**config.mk**
```make
export PLATFORM = sky130hd
export DESIGN_NAME = clkdiv_slice
export DESIGN_NICKNAME = d
export VERILOG_FILES = /design/src/rtl/clkdiv_pkg.sv /design/src/rtl/clkdiv_ctrl_reg.sv /design/src/rtl/clkdiv_src_mux.sv /design/src/rtl/clkdiv_counter.sv /design/src/rtl/clkdiv_slice.sv
export SDC_FILE = /design/constraint.sdc
export NUM_CORES = 1
export LEC_CHECK = 0
export CAP_MARGIN = 20
export CORE_MARGIN = 2
export CORE_UTILIZATION = 30
export DETAILED_ROUTE_END_ITERATION = 10
export GPL_TIMING_DRIVEN = 0
export MAX_ROUTING_LAYER = met4
export SLEW_MARGIN = 20
export SYNTH_ARGS = -nofsm -noshare
export SYNTH_HDL_FRONTEND = slang
export SYNTH_SLANG_ARGS = --single-unit
export TNS_END_PERCENT = 100
```
**constraint.sdc**
```tcl
create_clock -name clk -period 2.98 [get_ports clk]
set_input_delay 0.894 -clock clk [delete_from_list [all_inputs] [get_ports clk]]
set_output_delay 0.894 -clock clk [all_outputs]
set_load 0.005 [all_outputs]
```
**src/rtl/clkdiv_pkg.sv**
```systemverilog
package clkdiv_pkg;

  localparam int CTRL_W   = 32;
  localparam int RATIO_W  = 6;
  localparam int STOP_POS = 8;

  // number of select bits for a given source count
  function automatic int sel_bits(input int n_src);
    return (n_src <= 1) ? 0 : $clog2(n_src);
  endfunction

  // lowest bit of the select field
  function automatic int sel_lsb(input int n_src);
    return (n_src > 4) ? 12 : 6;
  endfunction

  // ratio field as stored: a stopped word never keeps a zero ratio
  function automatic logic [RATIO_W-1:0] stored_ratio(input logic stop,
                                                      input logic [RATIO_W-1:0] f);
    return (stop && f == '0) ? '1 : f;
  endfunction

  // strobe counter step: wraps to zero at the period limit
  function automatic logic [RATIO_W-1:0] count_step(input logic [RATIO_W-1:0] cnt,
                                                    input logic [RATIO_W-1:0] lim);
    return (cnt == lim) ? '0 : cnt + 1'b1;
  endfunction

endpackage

```
**src/rtl/clkdiv_ctrl_reg.sv**
```systemverilog
module clkdiv_ctrl_reg #(
  parameter int NUM_SRC = 8,
  parameter int SEL_W   = 3
) (
  input  logic                                  clk,
  input  logic                                  rst_n,
  input  logic                                  wr_en,
  input  logic [clkdiv_pkg::CTRL_W-1:0]         wr_data,
  output logic                                  stop_o,
  output logic [clkdiv_pkg::RATIO_W-1:0]        ratio_o,
  output logic [SEL_W-1:0]                      sel_o,
  output logic [clkdiv_pkg::CTRL_W-1:0]         rd_data
);
  import clkdiv_pkg::*;

  localparam int SEL_BITS = sel_bits(NUM_SRC);
  localparam int SEL_LSB  = sel_lsb(NUM_SRC);

  logic                 stop_q;
  logic [RATIO_W-1:0]   ratio_q;
  logic [SEL_W-1:0]     sel_q;
  logic [SEL_W-1:0]     wr_sel;
  logic [CTRL_W-1:0]    sel_field;
  logic                 unused_wr;

  assign unused_wr = ^wr_data;

  generate
    if (SEL_BITS > 0) begin : g_sel
      assign wr_sel    = wr_data[SEL_LSB +: SEL_BITS];
      assign sel_field = CTRL_W'(sel_q) << SEL_LSB;
    end else begin : g_nosel
      assign wr_sel    = '0;
      assign sel_field = '0;
    end
  endgenerate

  always_ff @(posedge clk) begin
    if (!rst_n) begin
      stop_q  <= 1'b1;
      ratio_q <= '1;
      sel_q   <= '0;
    end else if (wr_en) begin
      stop_q  <= wr_data[STOP_POS];
      ratio_q <= stored_ratio(wr_data[STOP_POS], wr_data[RATIO_W-1:0]);
      sel_q   <= wr_sel;
    end
  end

  always_comb begin
    rd_data                 = sel_field;
    rd_data[RATIO_W-1:0]    = ratio_q;
    rd_data[STOP_POS]       = stop_q;
  end

  assign stop_o  = stop_q;
  assign ratio_o = ratio_q;
  assign sel_o   = sel_q;

  AST_STOP_RATIO_NONZERO: assert property (@(posedge clk) disable iff (!rst_n)
    stop_q |-> (ratio_q != '0));

endmodule

```
**src/rtl/clkdiv_src_mux.sv**
```systemverilog
module clkdiv_src_mux #(
  parameter int NUM_SRC = 8,
  parameter int SEL_W   = 3
) (
  input  logic [NUM_SRC-1:0] ticks,
  input  logic [SEL_W-1:0]   sel,
  output logic               tick_sel
);
  generate
    if (NUM_SRC == 1) begin : g_single
      logic unused_sel;
      assign unused_sel = ^sel;
      assign tick_sel   = ticks[0];
    end else begin : g_multi
      always_comb begin
        tick_sel = 1'b0;
        for (int i = 0; i < NUM_SRC; i++)
          if (int'(sel) == i) tick_sel = ticks[i];
      end
    end
  endgenerate
endmodule

```
**src/rtl/clkdiv_counter.sv**
```systemverilog
module clkdiv_counter #(
  parameter int SEL_W = 3
) (
  input  logic                               clk,
  input  logic                               rst_n,
  input  logic                               stop,
  input  logic [clkdiv_pkg::RATIO_W-1:0]     cfg_ratio,
  input  logic [SEL_W-1:0]                   cfg_sel,
  input  logic                               tick,
  output logic [SEL_W-1:0]                   eff_sel,
  output logic                               pulse
);
  import clkdiv_pkg::*;

  logic [RATIO_W-1:0] cnt_q, act_ratio_q, eff_ratio;
  logic [SEL_W-1:0]   act_sel_q;
  logic               idle_q;
  logic               period_end;
  logic               load_cfg;

  // while idle (first running cycle) the programmed values are used directly
  assign eff_ratio  = idle_q ? cfg_ratio : act_ratio_q;
  assign eff_sel    = idle_q ? cfg_sel   : act_sel_q;
  assign period_end = !stop && tick && (cnt_q == eff_ratio);
  assign load_cfg   = !stop && (idle_q || period_end);
  assign pulse      = period_end;

  always_ff @(posedge clk) begin
    if (!rst_n) begin
      idle_q      <= 1'b1;
      cnt_q       <= '0;
      act_ratio_q <= '1;
      act_sel_q   <= '0;
    end else if (stop) begin
      idle_q <= 1'b1;
      cnt_q  <= '0;
    end else begin
      idle_q <= 1'b0;
      if (load_cfg) begin
        act_ratio_q <= cfg_ratio;
        act_sel_q   <= cfg_sel;
      end
      if (tick) cnt_q <= count_step(cnt_q, eff_ratio);
    end
  end

  AST_COUNT_IN_RANGE: assert property (@(posedge clk) disable iff (!rst_n)
    !stop |-> (cnt_q <= eff_ratio));

  AST_RESTART_FROM_ZERO: assert property (@(posedge clk) disable iff (!rst_n)
    $fell(stop) |-> (cnt_q == '0));

  AST_RATIO_HELD_MID_PERIOD: assert property (@(posedge clk) disable iff (!rst_n)
    (!stop && !idle_q && !(tick && cnt_q == act_ratio_q)) |=> $stable(act_ratio_q));

  AST_SEL_HELD_MID_PERIOD: assert property (@(posedge clk) disable iff (!rst_n)
    (!stop && !idle_q && !(tick && cnt_q == act_ratio_q)) |=> $stable(act_sel_q));

endmodule

```
**src/rtl/clkdiv_slice.sv**
```systemverilog
module clkdiv_slice #(
  parameter int NUM_SRC = 8
) (
  input  logic                clk,
  input  logic                rst_n,
  input  logic [NUM_SRC-1:0]  src_tick,
  input  logic                wr_en,
  input  logic [31:0]         wr_data,
  output logic [31:0]         rd_data,
  output logic                out_pulse,
  output logic                running
);
  import clkdiv_pkg::*;

  localparam int SEL_BITS = sel_bits(NUM_SRC);
  localparam int SEL_W    = (SEL_BITS > 0) ? SEL_BITS : 1;

  logic               stop_w;
  logic [RATIO_W-1:0] ratio_w;
  logic [SEL_W-1:0]   sel_w;
  logic [SEL_W-1:0]   eff_sel_w;
  logic               tick_w;

  clkdiv_ctrl_reg #(.NUM_SRC(NUM_SRC), .SEL_W(SEL_W)) u_ctrl (
    .clk(clk), .rst_n(rst_n), .wr_en(wr_en), .wr_data(wr_data),
    .stop_o(stop_w), .ratio_o(ratio_w), .sel_o(sel_w), .rd_data(rd_data)
  );

  clkdiv_src_mux #(.NUM_SRC(NUM_SRC), .SEL_W(SEL_W)) u_mux (
    .ticks(src_tick), .sel(eff_sel_w), .tick_sel(tick_w)
  );

  clkdiv_counter #(.SEL_W(SEL_W)) u_cnt (
    .clk(clk), .rst_n(rst_n), .stop(stop_w), .cfg_ratio(ratio_w),
    .cfg_sel(sel_w), .tick(tick_w), .eff_sel(eff_sel_w), .pulse(out_pulse)
  );

  assign running = !stop_w;

endmodule

```
# Word level (Yosys, flattened, before mapping)
# Index checks and enable logic that the tools add are counted.
dict set report word_totals {
  reg_bits 26
  latch_bits 0
  ram_bits 0
  rom_bits 0
  inputBits 43
  elab_cells 41
  memories 0
}
dict set report classes {
  addsub 1
  mul 0
  div 0
  n_lt_le_gt_ge 0
  eq_ne 8
  shift 0
  muxes 13
  bitwise_logic 2
  n_reduce_logical 10
}
# cell n
set op_table {}
lappend op_table {{$mux W6} 3}
lappend op_table {{$eq A3 B3 Y1 const B} 4}
lappend op_table {{$mux W1} 9}
lappend op_table {{$add A6 B1 Y6 const B} 1}
lappend op_table {{$eq A3 B2 Y1 const B} 2}
lappend op_table {{$eq A6 B6 Y1} 1}
lappend op_table {{$logic_not A6 Y1} 1}
lappend op_table {{$logic_and A1 B1 Y1} 4}
lappend op_table {{$eq A3 B1 Y1 const B} 1}
lappend op_table {{$logic_not A3 Y1} 1}
lappend op_table {{$mux W3} 1}
lappend op_table {{$not A1 Y1} 2}
lappend op_table {{$reduce_and A2 Y1} 1}
lappend op_table {{$reduce_or A2 Y1} 1}
lappend op_table {{$logic_not A1 Y1} 1}
lappend op_table {{$logic_or A1 B1 Y1} 1}

# Longest topological paths before layout
dict set report depth {
  depth_word 15
  ltp_mapped 9
  mapped_depth_nobuf 6
}

# Modules after synthesis
# A second synthesis with hierarchy kept.
dict set report unflattened {
  cells_unflattened 169
  area_unflattened_um2 1604.0
}
# mod n_inst cells_per_inst area_each_um2
set modules_own_cells {}
lappend modules_own_cells {clkdiv_counter 1 90 859.6}
lappend modules_own_cells {clkdiv_ctrl_reg 1 75 676.9}
lappend modules_own_cells {clkdiv_src_mux 1 3 63.8}
lappend modules_own_cells {clkdiv_slice 1 1 3.8}

# Least setup slack after synthesis
# Ideal clock, no wire load.
dict set report synth_path {
  path_type {input-to-output}
  startpoint {input port src_tick[3]}
  endpoint {output port out_pulse}
  arrival_time_ns 1.924
  path_slack_ns 0.162
  path_stages 6
  path_buffers 1
  path_cell_list {nand2_1 a32o_1 a221oi_2 o32ai_2 buf_6 nor3_1}
}
dict set report synth_between {
  elab_chain_len 7
}
# item line
set synth_lines {}
lappend synth_lines {{start, declared} clkdiv_slice.sv:6} ;# input logic [NUM_SRC-1:0] src_tick,
lappend synth_lines {{$mux W1 (5 in a row)} clkdiv_src_mux.sv:18} ;# if (int'(sel) == i) tick_sel = ticks[i];
lappend synth_lines {{$logic_and A1 B1 Y1 (2 in a row)} clkdiv_counter.sv:24} ;# assign period_end = !stop && tick && (cnt_q == eff_ratio);
lappend synth_lines {{end, declared} clkdiv_slice.sv:10} ;# output logic out_pulse,
# Every way passes these cells.

# Worst setup path in the final report
# Ends and elaborated chain as after synthesis.

==> run summary <==
status: complete, no violations
Die X: 75.9 um
Initial Utilization: 30.7%
most common cell after layout, fill and taps aside: buf_4
Hold Fails Final Rpt: 0
crit path max fanout: 3
clock latency on the worst-skew pair: 0.27 ns
Static Leak: 0.927 nW
DRT Pass-1 Iters: 4
core area: 5040 sq um
Die Y: 75.9 um
drt total wl: 3190 um
average size of a mapped cell: 8.76 sq um
Buffers on Ports: 31
Setup-failing EPs final: 0
min cycle time layout: 2.89 ns
Worst R2R Path Depth: 11
Flop pwr share: 49.6%
share of layout cells above drive strength 1: 21.3%
grt ovf: 0
Mapped Area: 1550 sq um
Hold Slack: 0.462 ns
WHS Path Cells: 2
vias in the first global route: 1082
post-synthesis cell count: 177
Synth warnings: 0
Max Root-Sink Buffers: 2
# IOs: 77
TritonCTS Sinks: 26
worst vdd ir: 0.193 mV
Antenna Cells: 0
Yosys top cell area share: 33.6%
CP Data Arrival Time: 2.00 ns
synth top area cells: dfxtp_1 34%, mux2i_1 14%, buf_4 11%, nor2b_1 6.9%, nand2_1 5.6%
area leader, netlist: dfxtp_1
Worst EP required: 2.09 ns
Clock power frac: 25.6%
Distinct cells, synth: 33
Psw: 0.198 mW
Reg clk slew, reported paths: 0.08 ns
unrepaired setup endpoints after global routing: false
Seq/Total Area, Yosys: 33.6%
fin. max-slew vios: 0
Max-Cap Viols: 0
Non-Filler Instances: 305
Startpoint Class: input port
Placed Cells: 299
Pwr Total: 0.756 mW
CTS Buf Count: 3
Worst Setup Path Type: in -> out
first-iteration detailed-routing DRC count: 49
Internal Dissipation: 0.558 mW
layout net count: 281
Max Clk Rate: 346 MHz
Hold Buf Count CTS: 0
Worst setup EP type: primary output
initial antenna violation count: 0
PwrDens: 349 nW/um^2
Global Route Usage Sum: 11.7%
wire length per cell: 10.5 um
routability-driven placement congestion ratio: 0.814
FF+latch count, synth: 26
sw frac: 26.2%
largest net degree at the start of global routing: 14
Worst Skew: 0.00169 ns
Clock Tree Root: clkbuf_8
# rows: 26
combinational share of power: 24.8%
Routed Antenna Nets: 0
DIE AREA: 5760 sq um
hpwl dp: 2440 um
Vias/cell: 4.16
leading cell types in the layout, fill and taps excluded: 27 x buf_4, 26 x dfxtp_1, 24 x clkdlybuf4s50_1
vias: 1269
Hold WC Path Type: reg -> reg
CTS tree: yes
Layout area overhead: 39.7%
global-route wire length before repair: 5020 um
H-tree depth: 1
DRC viols: 0
crit share post-route: 97.1%
-- cell usage after synthesis --
master,n
nor2_1,5
nand2b_1,3
nand4_1,1
and2_1,1
o21ai_0,5
a221oi_1,1
nor2b_1,17
buf_4,23
nand3_1,3
mux2i_1,21
nand2_1,23
buf_1,1
o32ai_2,1
clkbuf_1,3
o2bb2ai_1,1
a221oi_2,1
o31ai_2,1
conb_1,1
nor3_1,1
inv_1,4
o21bai_2,1
xnor2_1,4
mux2_2,1
or3_1,4
dfxtp_1,26
ha_1,1
o22ai_1,6
xor2_1,3
a32o_1,1
buf_6,4
a21oi_1,6
o211ai_1,1
nor4_1,2
-- path summary, 6_finish.rpt --
check             slack (ns)                       startpoint                           endpoint
setup / recovery        0.09                      src_tick[3]                          out_pulse
hold reg to reg         0.46  u_cnt.act_sel_q[2]$_SDFFE_PN0P_    u_cnt.act_sel_q[2]$_SDFFE_PN0P_
hold / removal          0.46  u_cnt.act_sel_q[2]$_SDFFE_PN0P_    u_cnt.act_sel_q[2]$_SDFFE_PN0P_
setup reg to reg        0.65          u_cnt.idle_q$_SDFF_PN1_  u_cnt.act_ratio_q[2]$_SDFFE_PN1P_
-- sequential cells by signal (all words and copies together), names as in the netlist --
signal,flops
u_cnt.cnt_q,6
u_ctrl.sel_o,3
u_cnt.idle_q,1
u_ctrl.ratio_o,6
u_ctrl.stop_o,1
u_cnt.act_sel_q,3
u_cnt.act_ratio_q,6
-- cell families (layout without fill, tap and decap cells) --
family	count (synthesis)	in the layout	share of synthesized area [%]
buf+inv	35	72	16.0
compound gates	25	25	11.8
other cells	1	22	0.242
xor+xnor	7	7	3.95
flops	26	26	33.6
mux	22	22	14.3
simple gates	60	60	19.4
fa+ha+maj	1	1	0.807
-- timing repair --
item | in CTS | in global routing
setup endpoints to repair | 1 | 1
endpoints found under the hold margin | 0 | 0
buffers inserted | 3 | 1
pin swaps | 9 | 5
gates resized for setup | 28 | 7
-- worst max-delay path: stages --
cell and delay, ns:
buf_6 0.07, nand2_1 0.04, a32o_2 0.31, a221oi_4 0.26, o32ai_4 0.15, nor3_4 0.14, buf_2 0.13
-- cell type report --
| type | instances | area (sq um) |
|---|---|---|
| sequential | 26 | 520 |
| inverter | 4 | 15.0 |
| multi-input combinational | 137 | 943 |
| tap | 70 | 87.6 |
| buffer | 30 | 230 |
| clock buffer | 3 | 41.3 |
| fill | 502 | 2880 |
| timing repair buffer | 35 | 328 |
-- metrics by stage --
step | setup TNS (ns) | setup slack (ns) | area (sq um) | util, %
after CTS | 0 | 0.00124 | 2130 | 42.2
after global routing | 0 | 0.00190 | 2170 | 43.0
final | 0 | 0.0862 | 2170 | 43.0
after global placement | -1.04 | -1.04 | 2030 | 40.2
after detailed placement | -1.02 | -1.02 | 2030 | 40.2
after floorplan | 0 | 0.162 | 1630 | -
-- power by group through the flow --
stage | Sequential (mW) | Combinational [mW] | Clock (mW)
6_report | 0.375 | 0.188 | 0.193
5_1_grt | 0.377 | 0.208 | 0.217
4_1_cts | 0.375 | 0.183 | 0.204
3_5_place_dp | 0.382 | 0.169 | 0
3_3_place_gp | 0.382 | 0.169 | 0
2_1_floorplan | 0.378 | 0.111 | 0
-- per-layer routing --
layer	up-vias	global-route usage (%)	wire length (um)
li1	679	-	-
met1	554	15.6	1560
met2	31	17.6	1430
met3	5	2.25	153
met4	0	4.09	42
met5	-	-	0
Note: power is estimated with default switching activity, not from simulation.
